<file path="src/rtl/fmul_pkg.sv">
package fmul_pkg;
  parameter int FRAC_W = 24;
  parameter int EXP_W  = 10;
  parameter int GRD_W  = 3;

  localparam int XW = EXP_W + 1;
  localparam int OW = FRAC_W + GRD_W;
  localparam int PW = 2 * FRAC_W;

  typedef enum logic [2:0] {
    FC_ZERO = 3'd0,
    FC_NORM = 3'd1,
    FC_INF  = 3'd2,
    FC_QNAN = 3'd3,
    FC_SNAN = 3'd4
  } fcls_e;

  localparam logic [FRAC_W-1:0] QUIET_BIT = FRAC_W'(1) << (FRAC_W - 2);

  typedef struct packed {
    fcls_e           cls;
    logic            sign;
    logic [XW-1:0]   exp;
    logic [OW-1:0]   frac;
    logic            stk;
    logic            inv;
  } fres_t;
endpackage

</file>
<file path="src/rtl/fmul_sig_path.sv">
module fmul_sig_path #(
  parameter int FW = 24,
  parameter int EW = 10,
  parameter int GW = 3
) (
  input  logic [FW-1:0]   ma,
  input  logic [FW-1:0]   mb,
  input  logic [EW-1:0]   ea,
  input  logic [EW-1:0]   eb,
  output logic [FW+GW-1:0] frac,
  output logic            stk,
  output logic [EW:0]     exp
);
  localparam int PWL = 2 * FW;
  localparam int OWL = FW + GW;
  localparam int DW  = PWL - OWL;
  localparam int XWL = EW + 1;

  // partial-product accumulation, one adder row per multiplier bit
  logic [PWL-1:0] acc [0:FW];
  assign acc[0] = '0;

  for (genvar i = 0; i < FW; i++) begin : g_row
    logic [PWL-1:0] pp;
    assign pp         = PWL'(ma & {FW{mb[i]}}) << i;
    assign acc[i + 1] = acc[i] + pp;
  end

  logic [PWL-1:0] prod, shifted;
  logic           renorm;

  always_comb begin
    prod    = acc[FW];
    renorm  = ~prod[PWL-1];
    shifted = renorm ? (prod << 1) : prod;
    frac    = shifted[PWL-1 -: OWL];
    stk     = |shifted[DW-1:0];
    exp     = {ea[EW-1], ea} + {eb[EW-1], eb} + XWL'(1) - XWL'(renorm);
  end

  // p_norm_lead_r3: two normalized significands always yield a normalized field
  always_comb begin
    if (ma[FW-1] && mb[FW-1]) begin
      p_norm_lead_r3: assert (frac[OWL-1]);
    end
  end
endmodule

</file>
<file path="src/rtl/fmul_nan_pick.sv">
module fmul_nan_pick
  import fmul_pkg::*;
#(
  parameter int FW = FRAC_W
) (
  input  logic [2:0]    a_cls,
  input  logic          a_sign,
  input  logic [FW-1:0] a_frac,
  input  logic [2:0]    b_cls,
  input  logic          b_sign,
  input  logic [FW-1:0] b_frac,
  input  logic          dflt,
  output logic          n_sign,
  output logic [FW-1:0] n_frac,
  output logic          snan_any
);
  localparam logic [FW-1:0] QB = FW'(1) << (FW - 2);

  logic a_nan, b_nan, pick_b, tie_pos_b;
  logic          sel_sign;
  logic [FW-1:0] sel_frac;

  always_comb begin
    a_nan     = (a_cls == FC_QNAN) || (a_cls == FC_SNAN);
    b_nan     = (b_cls == FC_QNAN) || (b_cls == FC_SNAN);
    snan_any  = (a_cls == FC_SNAN) || (b_cls == FC_SNAN);
    tie_pos_b = (b_frac == a_frac) && a_sign && !b_sign;
    pick_b    = b_nan && (!a_nan || (b_frac > a_frac) || tie_pos_b);
    sel_sign  = pick_b ? b_sign : a_sign;
    sel_frac  = pick_b ? b_frac : a_frac;
    if (dflt) begin
      n_sign = 1'b0;
      n_frac = QB;
    end else begin
      n_sign = sel_sign;
      n_frac = sel_frac | QB;
    end
  end
endmodule

</file>
<file path="src/rtl/fmul_case_sel.sv">
module fmul_case_sel
  import fmul_pkg::*;
(
  input  logic [2:0]    a_cls,
  input  logic          a_sign,
  input  logic [2:0]    b_cls,
  input  logic          b_sign,
  input  logic [OW-1:0] p_frac,
  input  logic          p_stk,
  input  logic [XW-1:0] p_exp,
  input  logic          n_sign,
  input  logic [FRAC_W-1:0] n_frac,
  input  logic          snan_any,
  output fres_t         res
);
  localparam logic [4:0] M_ZERO = 5'b00001;
  localparam logic [4:0] M_NORM = 5'b00010;
  localparam logic [4:0] M_INF  = 5'b00100;
  localparam logic [4:0] M_NAN  = 5'b11000;

  logic [4:0] am, bm, abm;
  logic       psign;

  always_comb begin
    am    = 5'b00001 << a_cls;
    bm    = 5'b00001 << b_cls;
    abm   = am | bm;
    psign = a_sign ^ b_sign;
    res   = '0;
    if (abm == M_NORM) begin
      res.cls  = FC_NORM;
      res.sign = psign;
      res.exp  = p_exp;
      res.frac = p_frac;
      res.stk  = p_stk;
    end else if (abm == (M_INF | M_ZERO)) begin
      res.cls  = FC_QNAN;
      res.frac = {QUIET_BIT, {GRD_W{1'b0}}};
      res.inv  = 1'b1;
    end else if ((abm & M_NAN) != 5'b0) begin
      res.cls  = FC_QNAN;
      res.sign = n_sign;
      res.frac = {n_frac, {GRD_W{1'b0}}};
      res.inv  = snan_any;
    end else if ((abm & M_INF) != 5'b0) begin
      res.cls  = FC_INF;
      res.sign = psign;
    end else begin
      res.cls  = FC_ZERO;
      res.sign = psign;
    end
  end
endmodule

</file>
<file path="src/rtl/fmul_unpacked.sv">
module fmul_unpacked
  import fmul_pkg::*;
(
  input  logic              clk,
  input  logic              rst_n,
  input  logic              en,
  input  logic              dflt_nan,
  input  logic [2:0]        a_cls,
  input  logic              a_sign,
  input  logic [EXP_W-1:0]  a_exp,
  input  logic [FRAC_W-1:0] a_frac,
  input  logic [2:0]        b_cls,
  input  logic              b_sign,
  input  logic [EXP_W-1:0]  b_exp,
  input  logic [FRAC_W-1:0] b_frac,
  output logic [2:0]        res_cls,
  output logic              res_sign,
  output logic [XW-1:0]     res_exp,
  output logic [OW-1:0]     res_frac,
  output logic              res_stk,
  output logic              res_inv,
  output logic              res_vld
);
  logic [OW-1:0]     p_frac;
  logic              p_stk;
  logic [XW-1:0]     p_exp;
  logic              n_sign, snan_any;
  logic [FRAC_W-1:0] n_frac;
  fres_t             res_d, res_q;
  logic              vld_q;

  fmul_sig_path #(.FW(FRAC_W), .EW(EXP_W), .GW(GRD_W)) u_sig (
    .ma(a_frac), .mb(b_frac), .ea(a_exp), .eb(b_exp),
    .frac(p_frac), .stk(p_stk), .exp(p_exp)
  );

  fmul_nan_pick #(.FW(FRAC_W)) u_nan (
    .a_cls(a_cls), .a_sign(a_sign), .a_frac(a_frac),
    .b_cls(b_cls), .b_sign(b_sign), .b_frac(b_frac),
    .dflt(dflt_nan), .n_sign(n_sign), .n_frac(n_frac), .snan_any(snan_any)
  );

  fmul_case_sel u_sel (
    .a_cls(a_cls), .a_sign(a_sign), .b_cls(b_cls), .b_sign(b_sign),
    .p_frac(p_frac), .p_stk(p_stk), .p_exp(p_exp),
    .n_sign(n_sign), .n_frac(n_frac), .snan_any(snan_any),
    .res(res_d)
  );

  always_ff @(posedge clk or negedge rst_n) begin
    if (!rst_n) begin
      res_q <= '0;
      vld_q <= 1'b0;
    end else begin
      vld_q <= en;
      if (en) begin
        res_q <= res_d;
      end
    end
  end

  assign res_cls  = res_q.cls;
  assign res_sign = res_q.sign;
  assign res_exp  = res_q.exp;
  assign res_frac = res_q.frac;
  assign res_stk  = res_q.stk;
  assign res_inv  = res_q.inv;
  assign res_vld  = vld_q;

  logic a_isnan, b_isnan, inf_zero;
  assign a_isnan  = (a_cls == FC_QNAN) || (a_cls == FC_SNAN);
  assign b_isnan  = (b_cls == FC_QNAN) || (b_cls == FC_SNAN);
  assign inf_zero = ((a_cls == FC_INF) && (b_cls == FC_ZERO)) ||
                    ((a_cls == FC_ZERO) && (b_cls == FC_INF));

  p_sign_xor_r1: assert property (@(posedge clk) disable iff (!rst_n)
    (en && !a_isnan && !b_isnan && !inf_zero) |=> (res_sign == $past(a_sign ^ b_sign)));

  p_norm_msb_r3: assert property (@(posedge clk) disable iff (!rst_n)
    (res_cls == FC_NORM) |-> res_frac[OW-1]);

  p_inf_zero_r4: assert property (@(posedge clk) disable iff (!rst_n)
    (en && inf_zero) |=> (res_cls == FC_QNAN && res_inv && !res_sign));

  p_snan_inv_r6: assert property (@(posedge clk) disable iff (!rst_n)
    (en && ((a_cls == FC_SNAN) || (b_cls == FC_SNAN))) |=> res_inv);

  p_no_snan_out_r6: assert property (@(posedge clk) disable iff (!rst_n)
    res_cls != FC_SNAN);

  p_dflt_nan_r7: assert property (@(posedge clk) disable iff (!rst_n)
    (en && dflt_nan && (a_isnan || b_isnan)) |=>
      (res_frac == {QUIET_BIT, {GRD_W{1'b0}}} && !res_sign));

  p_hold_r9: assert property (@(posedge clk) disable iff (!rst_n)
    !en |=> ($stable(res_frac) && $stable(res_cls) && $stable(res_exp) && !res_vld));
endmodule

</file>
<file path="config.mk">
export PLATFORM = sky130hd
export DESIGN_NAME = fmul_unpacked
export DESIGN_NICKNAME = d
export VERILOG_FILES = /design/src/rtl/fmul_pkg.sv /design/src/rtl/fmul_sig_path.sv /design/src/rtl/fmul_nan_pick.sv /design/src/rtl/fmul_case_sel.sv /design/src/rtl/fmul_unpacked.sv
export SDC_FILE = /design/constraint.sdc
export NUM_CORES = 2
export LEC_CHECK = 0
export ABC_CLOCK_PERIOD_IN_PS = 1000
export BUFFER_PORTS_ARGS = -buffer_cell sky130_fd_sc_hd__buf_4
export CELL_PAD_IN_SITES_DETAIL_PLACEMENT = 0
export CELL_PAD_IN_SITES_GLOBAL_PLACEMENT = 1
export CORE_ASPECT_RATIO = 1.75
export CORE_MARGIN = 8
export CORE_UTILIZATION = 49
export CTS_CLUSTER_DIAMETER = 150
export CTS_CLUSTER_SIZE = 25
export DETAILED_ROUTE_END_ITERATION = 16
export PLACE_DENSITY = 0.81
export RECOVER_POWER = 50
export SYNTH_ARGS = -nofsm -noshare
export SYNTH_HDL_FRONTEND = slang
export SYNTH_HIERARCHICAL = 1
export SYNTH_SLANG_ARGS = --single-unit
</file>
<file path="constraint.sdc">
create_clock -name clk -period 1 [get_ports clk]
set_clock_uncertainty 0.1 [all_clocks]
set_input_delay 0.2 -clock clk [delete_from_list [all_inputs] [get_ports clk]]
set_output_delay 0.2 -clock clk [all_outputs]
set_load 0.02 [all_outputs]
</file>
Word-level counts from Yosys, hierarchy flattened
Index checks and enable logic that the tools add are counted.
Word-level totals
  bits in registers: 45
  bits in latches: 0
  RAM bits: 0
  bits in read-only memories: 0
  input port bits: 80
  output and inout port bits: 45
  logic and storage cells: 100
  memories: 0
Operators by class
  $add $sub $neg: 26
  multiply operators: 0
  divide/modulo/power cells: 0
  $lt $le $gt $ge: 1
  equal/unequal tests: 7
  shift operators: 2
  multiplexer cells: 18
  bitwise gates (word level): 27
  reductions and logical operators: 12
Operators by type and width (number)
  adder 48 bit: 18
  AND 24 bit: 24
  two-way mux 27 bit: 3
  adder 48 x 42 -> 48 bit: 1
  adder 48 x 43 -> 48 bit: 1
  adder 48 x 45 -> 48 bit: 1
  adder 48 x 46 -> 48 bit: 1
  adder 48 x 47 -> 48 bit: 1
  two-way mux 24 bit: 2
  two-way mux 48 bit: 1
  equality test 24 bit: 1
  > comparator 24 bit: 1
  OR reduction 21 bit: 1
  adder 10 x 10 -> 11 bit: 1
  adder 11 x 1 -> 11 bit, second input constant: 1
  two-way mux 11 bit: 1
  subtractor 11 x 1 -> 11 bit: 1
  left shift 1 x 3 -> 5 bit, first input constant: 2
  two-way mux 1 bit: 7
  equality test 3 x 2 -> 1 bit, second input constant: 2
  equality test 3 bit, second input constant: 2
  two-way mux 3 bit: 2
  equality test 5 x 2 -> 1 bit, second input constant: 1
  equality test 5 x 3 -> 1 bit, second input constant: 1
  other kinds (9): 16

Logic depth before layout (Yosys ltp)
  word-level depth: 27
  gate-level depth with buffers: 54
  depth with buffers taken out: 53

By module
Netlist, hierarchy kept.
Modules (own cells, without submodules)
  fmul_sig_path: instances 1, cells an instance 2337, area an instance 19708.9 µm², seq. area each 0.0 µm²
  fmul_unpacked: instances 1, cells an instance 94, area an instance 1863.0 µm², seq. area each 1126.1 µm²
  fmul_nan_pick: instances 1, cells an instance 177, area an instance 1322.5 µm², seq. area each 0.0 µm²
  fmul_case_sel: instances 1, cells an instance 73, area an instance 528.0 µm², seq. area each 0.0 µm²

Worst setup path before layout
OpenSTA, ideal clock, no wires.
  path type: input port to flip-flop
  start point: input port a_frac[3]
  end point: register res_q, in the netlist res_exp[10]
  setup time: 0.125 ns
  arrival time: 11.383 ns
  required time: 0.775 ns
  path slack: -10.608 ns
  stages: 51
  buffers on the path: 1
  cells stage by stage: clkbuf_1 nand2_1 fa_1 fa_1 fa_1 inv_1 fa_1 fa_1 inv_1 fa_1 inv_1 ha_1 a21oi_2 o21bai_2 a2111oi_4 nor3_2 o31ai_4 o31a_4 (+15 left out) o211ai_1 a21oi_2 o21ai_2 xnor2_2 inv_2 fa_1 inv_1 fa_1 nand2b_1 a21oi_1 o21ai_1 a21oi_1 o21bai_1 a21oi_1 o21ai_1 xnor2_1 and2_1 mux2_2
RTL lines
  from (decl): RTL line fmul_unpacked.sv:11  | input logic [FRAC_W-1:0] a_frac,
  to (signal assigned): RTL line fmul_unpacked.sv:57  | res_q <= res_d;
  to (decl): RTL line fmul_unpacked.sv:29  | fres_t res_d, res_q;

==> results.cfg <==
[status]
status = finished with violations
violations = negative setup slack

[synth]
yosysMostFrequentCell = inv_1
synth_cell_types = 85
syn_nets = 3422
avgSynthCellArea_sq_um = 8.736
synthFlopType = dfrtp_1
yosysTopAreaCellShare_pct = 40.09
ys_seq_area_share_pct = 4.808
synth-seq-cells = 45
synth_edf_count = 0
synth_area_leader_cell = fa_1
ys_warn_count = 6
synth_area_leaders = fa_1, ha_1, inv_1
netlist_area_sq_um = 23420
synthCells = 2681
synthArstFlopShare_pct = 100.0
synthTopCellsByCount = inv_1, fa_1, nand2_1

[die]
core_region_area_sq_um = 47480
initial_core_util_pct = 49.33
row_count = 106
ios = 125
die_x_microns = 181.3
dieArea_sq_um = 55330
die-height_microns = 305.2

[critical_path]
cp-start-kind = primary input
critPathCapture = res_exp[9]
timing.rr.start = res_frac[18]
worst_path_max_delay_cell = fa_1
critical-path-top-delay-family = adder cells
required_ps = 1090
cp-startpoint = b_frac[11]
critPathKind = primary input to register
r2r_end = res_frac[18]
cp_max_fo = 6
worst_path_most_repeated_cell = fa_1
critPathCaptureType = register
critical_path_depth = 55
reg2regPathDepth = 2
slowest_delay_ps = 610
cp.buffers_inverters = 15
arrival_ps = 11420
reg2reg_slack_ps = -70

[clock_tree]
cts-buffers-inserted = 5
clock_path_buffers = 2
cts-root-buf = clkbuf_16
cts-htree-levels = 2
clk_pin_slew_ps = 70
cts_tree = yes
cts.sinks = 45
clock_latency_ps = 300

[sta]
finalSetupTns_ps = -375620
finalSetupViolations = 96
hold-worst-slack_ps = 320.3
slew_headroom_pct = 54.89
fmax_mhz = 88.26
tightest_slew_ps = 676.6
fin_crit_ps = 11330
hold_viol_final = 0
fin_crit_sh_pct = 1133
drv_slew = 0
rsz0062_at_grt = yes
fin_ws_ps = -10330

[job]
max-cap-violations = 0

[detailed_routing]
remaining_drc_errors = 0
drt-initial-drc-count = 794
drtAntennaViolNets = 0
routedWlPerCell_microns = 19.36
viasPerCell = 5.273
vias = 19688
dr.pass1.iters = 5
wirelength_microns = 72280

[finish]
layout.nets = 3880
layout.cells.non_filler = 3734
area_growth_syn_to_layout_pct = 31.22
drive_gt1_share_pct = 30.16
antenna_cells = 0

[placed_design]
dp_hpwl_microns = 57240
dp_cells = 3618
gp_congestion = 0.8898
port_buffers = 124

[grt]
grt_max_degree = 39
grt_pass1_wl_microns = 113300
antenna_found_initial = 0
grt_pass1_vias = 22677
globalRouteTotalUtil_pct = 25.63
gr-total-overflow = 0

[hold_path]
worst_hold_path_type = primary input to async pin
## worst min path at each step
| stage | start | end | slack [ps] |
|---|---|---|---|
| 6_report | rst_n | res_exp[9] | 320 |
| 5_1_grt | en | res_cls[0] | 340 |
| 4_1_cts | en | res_vld | 160 |
| 3_5_place_dp | rst_n | res_exp[2] | -20 |
| 3_3_place_gp | rst_n | res_exp[1] | -20 |
| 2_1_floorplan | rst_n | res_cls[0] | -200 |
## flip-flops by register name (all words and copies together), names as in the netlist
name      cells
res_cls       3
res_frac     27
res_vld       1
res_stk       1
res_sign      1
res_inv       1
res_exp      11
## kinds of logic after synthesis
family | count (synthesis) | share of synthesized area [%]
AOI/OAI and AO/OA | 253 | 7.885
xor gates and xnor gates | 68 | 2.575
adders and majority gates | 661 | 50.34
buffers and inverters | 769 | 13.01
DFF | 45 | 4.808
muxes | 88 | 4.744
other | 2 | 0.03206
and+or+nand+nor | 795 | 16.60
## through the flow
stage	setup WS [ps]	instance area, sq um	utilization [%]
6_report	-10330	30730	64.73
5_1_grt	-10680	30730	64.73
4_1_cts	-10130	29870	62.92
3_5_place_dp	-10890	27850	58.65
3_3_place_gp	-10810	27850	58.65
2_1_floorplan	-10050	24270	-
## layer usage
metal / part of all wire [%] / global-route usage [%]
met1: 36 / 26.31
met5: 0 / 0
met4: 6.1 / 13.87
met2: 54 / 49.94
met3: 3.7 / 2.471
## layout make-up
cell class	count	area, sq um
Timing Repair Buffer	581	5665
Inverter	639	2416
Tap cell	594	743.2
Fill cell	3868	16750
Clock buffer	5	125.1
Multi-Input combinational cell	1867	20630
Sequential cell	45	1134
Clock inverter	3	21.27
## cells in the final DEF (no fill, tap or decap), drive strengths merged, types with 5 or more instances in the layout
| cell | Yosys | routed |
|---|---|---|
| buf | 21 | 572 |
| inv | 639 | 640 |
| a211oi | 7 | 7 |
| nand3 | 12 | 12 |
| dfrtp | 45 | 45 |
| a21oi | 77 | 77 |
| o21bai | 7 | 7 |
| and2 | 220 | 220 |
| mux2i | 33 | 33 |
| nor2 | 34 | 34 |
| o21ai | 38 | 38 |
| nor2b | 6 | 6 |
| nand4 | 17 | 17 |
| ha | 192 | 192 |
| a21o | 40 | 40 |
| fa | 469 | 469 |
| mux2 | 55 | 55 |
| a31oi | 5 | 5 |
| xor2 | 20 | 20 |
| clkbuf | 109 | 12 |
| o211ai | 11 | 11 |
| nand2 | 413 | 413 |
| a22o | 26 | 26 |
| nor3 | 11 | 11 |
| nand2b | 61 | 61 |
| o21a | 7 | 7 |
| xnor2 | 48 | 48 |
## what timing repair did
item | in CTS | in global routing
setup endpoints to repair | 88 | 89
pin swaps | 154 | 138
hold buffers | 1 | 0
hold endpoints to repair | 45 | 0
buffers inserted | 71 | 30
gates resized for setup | 291 | 153
gates cloned | 7 | 6
## worst register-to-register path, delay by kind of cell (launching register included)
kind,cells,cell delay (ps)
buffers and inverters,1,160
DFF,1,440
muxes,1,260
Power is not shown: default switching activity piles up to over one toggle a cycle in this logic, so the estimate is an artifact.
